[src/rtl/updn_timer_pkg.sv]
package updn_timer_pkg;
  // control register field positions
  localparam int CTRL_RUN = 0;
  localparam int CTRL_OVF = 1;
  localparam int CTRL_EXT = 2;
  localparam int CTRL_W   = 3;
  // mode register field positions
  localparam int MODE_BIDIR  = 0;
  localparam int MODE_CLKOUT = 1;
  localparam int MODE_W      = 2;

  // strobes from control to datapath, at most one set per cycle
  typedef struct packed {
    logic incr;
    logic decr;
    logic rldLoad;
    logic onesLoad;
  } stepCmdT;
endpackage

[src/rtl/timer_datapath.sv]
module timer_datapath
  import updn_timer_pkg::*;
#(
  parameter int W = 16
) (
  input  logic         clk,
  input  logic         rstN,
  input  stepCmdT      cmd,
  input  logic         cntWe,
  input  logic [W-1:0] cntWdata,
  input  logic         rldWe,
  input  logic [W-1:0] rldWdata,
  output logic [W-1:0] count,
  output logic         atMax,
  output logic         atReload
);
  localparam logic [W-1:0] ONE  = W'(1);
  localparam logic [W-1:0] ONES = '1;

  logic [W-1:0] reloadQ;

  always_ff @(posedge clk) begin
    if (!rstN) begin
      count <= '0;
    end else if (cntWe) begin
      count <= cntWdata;
    end else if (cmd.rldLoad) begin
      count <= reloadQ;
    end else if (cmd.onesLoad) begin
      count <= ONES;
    end else if (cmd.incr) begin
      count <= count + ONE;
    end else if (cmd.decr) begin
      count <= count - ONE;
    end
  end

  always_ff @(posedge clk) begin
    if (!rstN) reloadQ <= '0;
    else if (rldWe) reloadQ <= rldWdata;
  end

  assign atMax    = (count == ONES);
  assign atReload = (count == reloadQ);

  // no strobe and no write leaves the count alone
  a_r2_count_hold: assert property (@(posedge clk) disable iff (!rstN)
    (cmd == '0 && !cntWe) |=> $stable(count));
  // an up-wrap lands on the reload value held in that cycle
  a_r3_up_wrap: assert property (@(posedge clk) disable iff (!rstN)
    (cmd.rldLoad && !cntWe) |=> count == $past(reloadQ));
  // a down-wrap lands on all-ones
  a_r5_down_wrap: assert property (@(posedge clk) disable iff (!rstN)
    (cmd.onesLoad && !cntWe) |=> count == ONES);
  // the written count wins over any step
  a_r7_load_wins: assert property (@(posedge clk) disable iff (!rstN)
    cntWe |=> count == $past(cntWdata));
endmodule

[src/rtl/timer_ctrl.sv]
module timer_ctrl
  import updn_timer_pkg::*;
(
  input  logic              clk,
  input  logic              rstN,
  input  logic              tick,
  input  logic              dirUp,
  input  logic              ctrlWe,
  input  logic [CTRL_W-1:0] ctrlWdata,
  input  logic              modeWe,
  input  logic [MODE_W-1:0] modeWdata,
  input  logic              cntWe,
  input  logic              atMax,
  input  logic              atReload,
  output stepCmdT           cmd,
  output logic              ovfFlag,
  output logic              extFlag,
  output logic              clkOut
);
  logic              runQ;
  logic [MODE_W-1:0] modeQ;
  logic              modeBidir, modeClk;
  logic              active, goUp, wrapEvt;

  assign modeBidir = modeQ[MODE_BIDIR];
  assign modeClk   = modeQ[MODE_CLKOUT];

  always_comb begin
    active  = runQ && tick && !cntWe;
    goUp    = modeClk || !modeBidir || dirUp;
    wrapEvt = active && (goUp ? atMax : atReload);
    cmd.incr     = active && goUp && !atMax;
    cmd.rldLoad  = active && goUp && atMax;
    cmd.decr     = active && !goUp && !atReload;
    cmd.onesLoad = active && !goUp && atReload;
  end

  always_ff @(posedge clk) begin
    if (!rstN) begin
      runQ    <= 1'b0;
      ovfFlag <= 1'b0;
      extFlag <= 1'b0;
    end else if (ctrlWe) begin
      runQ    <= ctrlWdata[CTRL_RUN];
      ovfFlag <= ctrlWdata[CTRL_OVF];
      extFlag <= ctrlWdata[CTRL_EXT];
    end else if (wrapEvt && !modeClk) begin
      ovfFlag <= 1'b1;
      if (modeBidir) extFlag <= ~extFlag;
    end
  end

  always_ff @(posedge clk) begin
    if (!rstN) modeQ <= '0;
    else if (modeWe) modeQ <= modeWdata;
  end

  always_ff @(posedge clk) begin
    if (!rstN) clkOut <= 1'b0;
    else if (modeWe && !modeWdata[MODE_CLKOUT]) clkOut <= 1'b0;
    else if (wrapEvt && modeClk) clkOut <= ~clkOut;
  end

  // at most one step strobe per cycle
  a_r4_one_step: assert property (@(posedge clk) disable iff (!rstN)
    $onehot0(cmd));
  // event flag holds outside the bidirectional mode
  a_r3_ext_hold: assert property (@(posedge clk) disable iff (!rstN)
    (!modeBidir && !ctrlWe) |=> $stable(extFlag));
  // clock-output mode never raises the overflow flag
  a_r6_no_ovf: assert property (@(posedge clk) disable iff (!rstN)
    (modeClk && !ctrlWe && !ovfFlag) |=> !ovfFlag);
  // each wrap in clock-output mode flips the pin
  a_r6_clk_toggle: assert property (@(posedge clk) disable iff (!rstN)
    (wrapEvt && modeClk && !modeWe) |=> clkOut != $past(clkOut));
  // nothing steps while stopped
  a_r2_stopped: assert property (@(posedge clk) disable iff (!rstN)
    (!runQ || !tick) |-> cmd == '0);
  // leaving clock-output mode parks the pin low
  a_r8_clk_park: assert property (@(posedge clk) disable iff (!rstN)
    (modeWe && !modeWdata[MODE_CLKOUT]) |=> !clkOut);
endmodule

[src/rtl/updn_reload_timer.sv]
module updn_reload_timer
  import updn_timer_pkg::*;
#(
  parameter int W = 16
) (
  input  logic              clk,
  input  logic              rstN,
  input  logic              tick,
  input  logic              dirUp,
  input  logic              ctrlWe,
  input  logic [CTRL_W-1:0] ctrlWdata,
  input  logic              modeWe,
  input  logic [MODE_W-1:0] modeWdata,
  input  logic              cntWe,
  input  logic [W-1:0]      cntWdata,
  input  logic              rldWe,
  input  logic [W-1:0]      rldWdata,
  output logic [W-1:0]      count,
  output logic              ovfFlag,
  output logic              extFlag,
  output logic              clkOut
);
  stepCmdT cmd;
  logic    atMax, atReload;

  timer_ctrl u_ctrl (
    .clk(clk), .rstN(rstN), .tick(tick), .dirUp(dirUp),
    .ctrlWe(ctrlWe), .ctrlWdata(ctrlWdata),
    .modeWe(modeWe), .modeWdata(modeWdata),
    .cntWe(cntWe), .atMax(atMax), .atReload(atReload),
    .cmd(cmd), .ovfFlag(ovfFlag), .extFlag(extFlag), .clkOut(clkOut)
  );

  timer_datapath #(.W(W)) u_dp (
    .clk(clk), .rstN(rstN), .cmd(cmd),
    .cntWe(cntWe), .cntWdata(cntWdata),
    .rldWe(rldWe), .rldWdata(rldWdata),
    .count(count), .atMax(atMax), .atReload(atReload)
  );
endmodule

[config.mk]
export PLATFORM = sky130hd
export DESIGN_NAME = updn_reload_timer
export DESIGN_NICKNAME = d
export VERILOG_FILES = /design/src/rtl/updn_timer_pkg.sv /design/src/rtl/timer_datapath.sv /design/src/rtl/timer_ctrl.sv /design/src/rtl/updn_reload_timer.sv
export SDC_FILE = /design/constraint.sdc
export NUM_CORES = 1
export LEC_CHECK = 0
export ABC_AREA = 1
export BUFFER_PORTS_ARGS = -buffer_cell sky130_fd_sc_hd__buf_4
export CORE_ASPECT_RATIO = 0.5
export CORE_MARGIN = 4
export CORE_UTILIZATION = 55
export CTS_CLUSTER_SIZE = 12
export DETAILED_ROUTE_END_ITERATION = 10
export PLACE_DENSITY = 0.88
export SYNTH_ARGS = -nofsm -noshare
export SYNTH_HDL_FRONTEND = slang
export SYNTH_SLANG_ARGS = --single-unit
[constraint.sdc]
create_clock -name clk -period 3.25 [get_ports clk]
set_input_delay 0.4875 -clock clk [delete_from_list [all_inputs] [get_ports clk]]
set_output_delay 0.4875 -clock clk [all_outputs]
set_load 0.02 [all_outputs]
==> flow_summary_export.csv, run 1 <==
group,metric,value,unit
setup_path,critPathKind,"reg2reg",
yosys,synthCells,493,
sta,finalHoldViolCount,0,
sta,achievable-frequency,352,MHz
yosys,synth_cell_types,30,
routing,drc,0,
setup_path,critPathMostFrequentCell,"sky130_fd_sc_hd__nand2_1",
setup_path,worst-endpoint-required,3.48,ns
global_routing,global_router_s_overall_resource_usage,28.0,%
setup_path,critical_path.max_stage_delay,0.47,ns
routing,postRouteAntennaNets,0,
yosys,synthMostInstantiatedCell,"sky130_fd_sc_hd__nand2_1",
global_routing,grt_first_pass_wirelength,14.6,mm
cells_and_area,final.fill_count,480,
sta,totalNegativeSetupSlack,0,ns
yosys,synth_seq_cells,38,
setup_path,critical_path_startpoint,"u_dp.count[9]$_SDFFE_PN0P_",
routing,route.layer.met1.wl,4.47,mm
clocking,post-cts-setup-buffer-count,0,
yosys,postSynthNetCount,555,
setup_path,timing.critical_path.cells,"inv_1, nor3_4, nand4_1, nand2_1, buf_4, inv_1, fa_1, nand3b_1, nand2_1, nand2_1, nand2_1, nand2_1, a21o_1, nand3_1, nand2_1, a21oi_1",
place,place.detailed.hpwl,7.30,mm
yosys,netlist_top_cells_count,"sky130_fd_sc_hd__nand2_1 (142), sky130_fd_sc_hd__inv_1 (77), sky130_fd_sc_hd__o21ai_0 (51), sky130_fd_sc_hd__nor2_1 (41)",
cells_and_area,final_layout_size_suffix_gt1_share,15.0,%
clocking,cts.root.buffer_cell,"sky130_fd_sc_hd__clkbuf_8",
routing,detailroute.wirelength.met3,1.00,mm
setup_path,timing.critical_path.from_type,"flop",
setup_path,number_of_cells_on_the_worst_reg_to_reg_path,16,
clocking,cts_repair_resize_count,0,
pwr,ir_worst_vdd,0.000265,V
worst_hold_path,timing.hold.worst.class,"in2reg",
sta,timing.final.max_slew_violations,0,
global_routing,first_global_vias,2986,
routing,routed.top_layer,"met4",
clocking,cts.clk_slew.worst_paths,0.08,ns
sta,worst_slew_margin_relative_to_its_limit,59.5,%
floorplanning,std_cell_rows,18,
clocking,cts.hold.buffers_added,0,
floorplanning,die_height,59.9,µm
cells_and_area,antennaDiodeCount,0,
sta,setup_viol,0,
floorplanning,effective_utilization_at_floorplan,58.5,%
clocking,cts_made_buffers,5,
place,dpl-instance-area,0.00352,mm²
floorplanning,dieArea,0.00670,mm²
setup_path,critical_path_arrival,3.07,ns
clocking,cts_tree,"built",
sta,max_slew.worst_pin.slew,0.604,ns
routing,detailedRoute.firstPassIterationCount,5,
floorplanning,die_x,112,µm
floorplanning,core_region_area,0.00507,mm²
global_routing,largest_net_degree_at_the_start_of_global_routing,29,
pwr,pwr_density_cell,384,mW/mm²
setup_path,cp_slowest_cell,"sky130_fd_sc_hd__dfxtp_1",
yosys,async_reset_ff_share,0,%
cells_and_area,register_area,761,µm²
routing,wire_per_inst,14.6,µm
routing,dr_wl_met2,3.64,mm
yosys,post_synth_instance_area,0.00296,mm²
setup_path,endpoint,"u_dp.count[10]$_SDFFE_PN0P_",
cells_and_area,final_design_area_no_fill,0.00361,mm²
yosys,synth.area.top_cells,"sky130_fd_sc_hd__dfxtp_1 (26%), sky130_fd_sc_hd__nand2_1 (18%), sky130_fd_sc_hd__inv_1 (9.8%)",
cells_and_area,multi_input_comb_area,0.00185,mm²
clocking,cts.sink_count,38,
clocking,cts_buffer_depth,2,
floorplanning,io_pins,64,
routing,vias_per_cell,5.40,
global_routing,initial_antenna_violation_count,0,
place,dp_worst_setup_slack,0.478,ns
yosys,synth_top_area_share,25.7,%
sta,min_period_over_period,87.4,%
yosys,syn_area_per_cell,6.01,µm²
place,place.port_buffers,63,
sta,worst_clock_skew,0.00753,ns
cells_and_area,layout.nets,622,
setup_path,worst_r2r_endpoint,"u_dp.count[10]$_SDFFE_PN0P_",
setup_path,register_to_register_setup_slack,0.41,ns
global_routing,gr-total-overflow,0,
setup_path,crit_path_max_fanout,18,
sta,worst_slack,0.411,ns
sta,unrepaired_setup_endpoints_after_global_routing,"false",
place,post-place-cells,623,
outcome,outcome,"complete, no violations",
setup_path,crit-reg2reg-launch,"u_dp.count[9]$_SDFFE_PN0P_",
cells_and_area,layoutNonFillerInstCount,631,
yosys,synth_largest_area_cell,"sky130_fd_sc_hd__dfxtp_1",
cells_and_area,flow.area_growth_from_synthesis,22.0,%
yosys,seq_area_frac_synth,25.7,%
sta,finalCriticalPeriod,2.84,ns
pwr,power_total,1.39,mW
setup_path,critical_path.endpoint_type,"flop",
routing,route.vias.total,3406,
clocking,clkLatencyLatePin,0.30,ns
pwr,leakagePower,1.91,nW
routing,totalWireLength,9.21,mm
yosys,synth-edff-count,0,
run,maxCapViolCount,0,
routing,drtIter0Drc,296,
clocking,ctsHtreeMaxLevel,2,
place,finalWeightedCongestion,1.02,
yosys,synth.yosys.warnings,0,
yosys,synthFlopType,"sky130_fd_sc_hd__dfxtp_1",
[critical path: cells and delay by family (launching register included)]
family,cells,cell delay [ns]
AO/OA/AOI/OAI,2,0.28
adder cells (fa/ha/maj),1,0.40
buffers and inverters,3,0.46
flip-flops,1,0.47
AND/OR/NAND/NOR,10,1.15
[stage by stage]
step	hold WS, ns	util [%]
finish	0.413	71.3
global route	0.415	71.3
CTS	0.412	71.3
detailed placement	0.482	69.5
global placement	0.475	69.5
floorplan	0.453	-
[where the power goes]
part	switching, mW	internal [mW]
Clock	0.180	0.171
Sequential	0.0391	0.497
Combinational	0.299	0.202
Total	0.518	0.870
[worst min path at each step]
stage / from / endpoint / depth (start not counted)
after floorplan: u_dp.reloadQ[15]$_SDFFE_PN0P_ / u_dp.reloadQ[15]$_SDFFE_PN0P_ / 2
after global placement: u_ctrl.modeQ[1]$_SDFFE_PN0P_ / u_ctrl.clkOut$_SDFFE_PP0P_ / 2
after detailed placement: u_dp.reloadQ[5]$_SDFFE_PN0P_ / u_dp.reloadQ[5]$_SDFFE_PN0P_ / 2
after CTS: rldWdata[2] / u_dp.reloadQ[2]$_SDFFE_PN0P_ / 3
after global routing: rldWdata[11] / u_dp.reloadQ[11]$_SDFFE_PN0P_ / 3
final: rldWdata[2] / u_dp.reloadQ[2]$_SDFFE_PN0P_ / 3
[cells in the final DEF (no fill, tap or decap), drive strengths merged, types with 2 or more instances in the layout]
master	n
a21o	4
a21oi	38
a31oi	6
buf	69
clkbuf	6
clkinv	2
dfxtp	38
ha	16
inv	80
nand2	143
nand2b	2
nand3	32
nand3b	3
nand4	8
nor2	43
nor3	2
o21ai	51
o21bai	2
xnor2	10
[kinds of logic after synthesis]
kind of cell,after synthesis,synth area share [%]
xor+xnor,11,3.25
compound gates,103,18.4
fa+ha+maj,17,7.43
flops,38,25.7
buf+inv,90,11.9
simple gates,234,33.3
[layout make-up]
type	instances	share of cell area (%)
Inverter	81	8.41
Clock buffer	6	2.28
Multi-Input combinational cell	365	51.2
Sequential cell	38	21.0
Tap cell	70	2.42
Timing Repair Buffer	69	14.3
Clock inverter	2	0.346
[registers in the layout, summed over array words and instances (netlist names)]
name,count
u_dp.count,16
u_ctrl.runQ,1
u_ctrl.modeQ,2
u_ctrl.clkOut,1
u_dp.reloadQ,16
u_ctrl.extFlag,1
u_ctrl.ovfFlag,1
[layer usage]
| layer | global-route usage, % | vias to the layer above |
|---|---|---|
| li1 | - | 1712 |
| met1 | 42.3 | 1526 |
| met2 | 39.9 | 158 |
| met3 | 5.76 | 10 |
| met4 | 7.45 | 0 |
| met5 | 0 | - |
Note: power is estimated with default switching activity, not from simulation.
==> run 2, diff against run 1 <==
RECOVER_POWER = 100   (was default)
==> run 2 against run 1 <==
Fmax grew 0.29%. Critical path depth is the same. Routed wire length is essentially flat. Count of clock-buffer cells in the layout is the same. Clock power is essentially flat. Critical endpoint unchanged. Sequential cell count is the same.
==> flow_summary_export.csv, run 2 (synthesis results as in run 1) <==
group,metric,value,unit
place,finalWeightedCongestion,1.02,
place,dp_worst_setup_slack,0.478,ns
pwr,power_frac_comb,35.4,%
clocking,cts_repair_resize_count,0,
pwr,netSwitchingFraction,37.6,%
worst_hold_path,worst_hold_path.num_cells,3,
sta,achievable-frequency,353,MHz
global_routing,largest_net_degree_at_the_start_of_global_routing,29,
setup_path,critical_path_startpoint,"u_dp.count[9]$_SDFFE_PN0P_",
pwr,seq_power_share,39.1,%
setup_path,crit-reg2reg-launch,"u_dp.count[9]$_SDFFE_PN0P_",
global_routing,first_global_vias,2986,
setup_path,timing.critical_path.depth,16,
routing,totalWireLength,9.22,mm
cells_and_area,flow.area_growth_from_synthesis,19.0,%
setup_path,worst-endpoint-required,3.48,ns
clocking,cts_tree,"built",
setup_path,critical_path.top_delay_family,"simple AND/OR/NAND/NOR gates",
floorplanning,die_height,59.9,µm
clocking,clkLatencyLatePin,0.30,ns
sta,worst_slew_margin_relative_to_its_limit,53.5,%
sta,finalHoldViolCount,0,
pwr,clock_power_share,25.5,%
setup_path,critPathBufInv,3,
routing,wire_per_inst,14.6,µm
floorplanning,std_cell_rows,18,
setup_path,worst_r2r_endpoint,"u_dp.count[10]$_SDFFE_PN0P_",
sta,totalNegativeSetupSlack,0,ns
global_routing,gr-total-overflow,0,
routing,postRouteAntennaNets,0,
global_routing,initial_antenna_violation_count,0,
pwr,ir_worst_vdd,0.000263,V
routing,detailedRoute.firstPassIterationCount,7,
floorplanning,die_x,112,µm
cells_and_area,final_layout_size_suffix_gt1_share,10.9,%
pwr,leakagePower,1.82,nW
sta,finalCriticalPeriod,2.83,ns
clocking,cts.sink_count,38,
clocking,cts_buffer_depth,2,
setup_path,timing.critical_path.cells,"inv_1, nor3_4, nand4_1, nand2_1, buf_4, inv_1, fa_1, nand3b_1, nand2_1, nand2_1, nand2_1, nand2_1, a21o_1, nand3_1, nand2_1, a21oi_1",
setup_path,number_of_cells_on_the_worst_reg_to_reg_path,16,
sta,max_slew.worst_pin.slew,0.698,ns
pwr,internal_power,857,µW
sta,min_period_over_period,87.1,%
setup_path,critical_path.endpoint_type,"flop",
sta,setup_viol,0,
clocking,cts_made_buffers,5,
floorplanning,effective_utilization_at_floorplan,58.5,%
setup_path,endpoint,"u_dp.count[10]$_SDFFE_PN0P_",
setup_path,crit_path_max_fanout,18,
clocking,post-cts-setup-buffer-count,0,
floorplanning,core_region_area,0.00507,mm²
cells_and_area,layout_common_cells,"sky130_fd_sc_hd__nand2_1 (143), sky130_fd_sc_hd__inv_1 (78), sky130_fd_sc_hd__o21ai_0 (51)",
place,dpl-instance-area,0.00352,mm²
routing,drc,0,
setup_path,critical_path.max_stage_delay,0.46,ns
sta,unrepaired_setup_endpoints_after_global_routing,"false",
clocking,cts.hold.buffers_added,0,
routing,route.vias.total,3420,
setup_path,timing.critical_path.from_type,"flop",
setup_path,critPathKind,"reg2reg",
cells_and_area,layout.cells.most_common,"sky130_fd_sc_hd__nand2_1",
global_routing,global_router_s_overall_resource_usage,28.0,%
clocking,ctsHtreeMaxLevel,2,
floorplanning,io_pins,64,
routing,drtIter0Drc,373,
cells_and_area,final_design_area_no_fill,0.00353,mm²
pwr,pwr_density_cell,389,mW/mm²
global_routing,grt_first_pass_wirelength,14.6,mm
clocking,cts.root.buffer_cell,"sky130_fd_sc_hd__clkbuf_8",
worst_hold_path,timing.hold.worst.class,"in2reg",
sta,worst_slack,0.419,ns
place,place.port_buffers,63,
cells_and_area,largestRegisters,"u_dp.count: 16 flops, u_dp.reloadQ: 16 flops, u_ctrl.modeQ: 2 flops",
clocking,cts.clk_slew.worst_paths,0.09,ns
sta,worst_clock_skew,0.0104,ns
sta,timing.final.max_slew_violations,0,
cells_and_area,antennaDiodeCount,0,
run,maxCapViolCount,0,
floorplanning,dieArea,0.00670,mm²
setup_path,cp_slowest_cell,"sky130_fd_sc_hd__dfxtp_1",
setup_path,critical_path_arrival,3.06,ns
setup_path,critPathMostFrequentCell,"sky130_fd_sc_hd__nand2_1",
pwr,p_sw,515,µW
routing,vias_per_cell,5.42,
outcome,outcome,"complete, no violations",
pwr,power_total,1.37,mW
cells_and_area,layout.nets,622,
place,place.detailed.hpwl,7.30,mm
setup_path,register_to_register_setup_slack,0.42,ns
==> run 2: layer usage <==
layer / global-route usage, % / up-vias / part of all wire (%)
li1: - / 1717 / -
met1: 42.3 / 1534 / 49
met2: 39.9 / 157 / 39
met3: 5.76 / 12 / 11
met4: 7.45 / 0 / 1.2
met5: 0 / - / 0
==> run 2: final cells by class <==
type / count / area [µm²]
sequential: 38 / 761
tap: 70 / 87.6
clock buffer: 6 / 82.6
fill: 509 / 1540
inverter: 81 / 304
timing repair buffer: 69 / 439
clock inverter: 2 / 12.5
multi-input combinational: 365 / 1840
==> run 2: metrics by stage <==
step	util [%]	instances	hold slack [ns]
2_1_floorplan	-	493	0.453
3_3_place_gp	69.5	623	0.475
3_5_place_dp	69.5	623	0.482
4_1_cts	71.3	631	0.412
5_1_grt	69.6	631	0.415
6_report	69.6	631	0.414
==> run 2: power groups by stage <==
stage | clock [mW] | combinational [mW] | sequential (mW)
after floorplan | 0 | 0.316 | 0.552
after global placement | 0 | 0.481 | 0.543
after detailed placement | 0 | 0.488 | 0.544
after CTS | 0.350 | 0.493 | 0.534
after global routing | 0.376 | 0.548 | 0.540
final | 0.350 | 0.486 | 0.536
==> run 2: worst min-delay path by stage <==
stage	slack, ns	endpoint	startpoint
2_1_floorplan	0.45	u_dp.reloadQ[15]$_SDFFE_PN0P_	u_dp.reloadQ[15]$_SDFFE_PN0P_
3_3_place_gp	0.47	u_ctrl.clkOut$_SDFFE_PP0P_	u_ctrl.modeQ[1]$_SDFFE_PN0P_
3_5_place_dp	0.48	u_dp.reloadQ[5]$_SDFFE_PN0P_	u_dp.reloadQ[5]$_SDFFE_PN0P_
4_1_cts	0.41	u_dp.reloadQ[2]$_SDFFE_PN0P_	rldWdata[2]
5_1_grt	0.42	u_dp.reloadQ[11]$_SDFFE_PN0P_	rldWdata[11]
6_report	0.41	u_dp.reloadQ[2]$_SDFFE_PN0P_	rldWdata[2]
==> run 2: worst min-delay path: stages <==
cell	delay [ns]
sky130_fd_sc_hd__buf_4	0.08
sky130_fd_sc_hd__nor2_1	0.03
sky130_fd_sc_hd__nor2_1	0.08
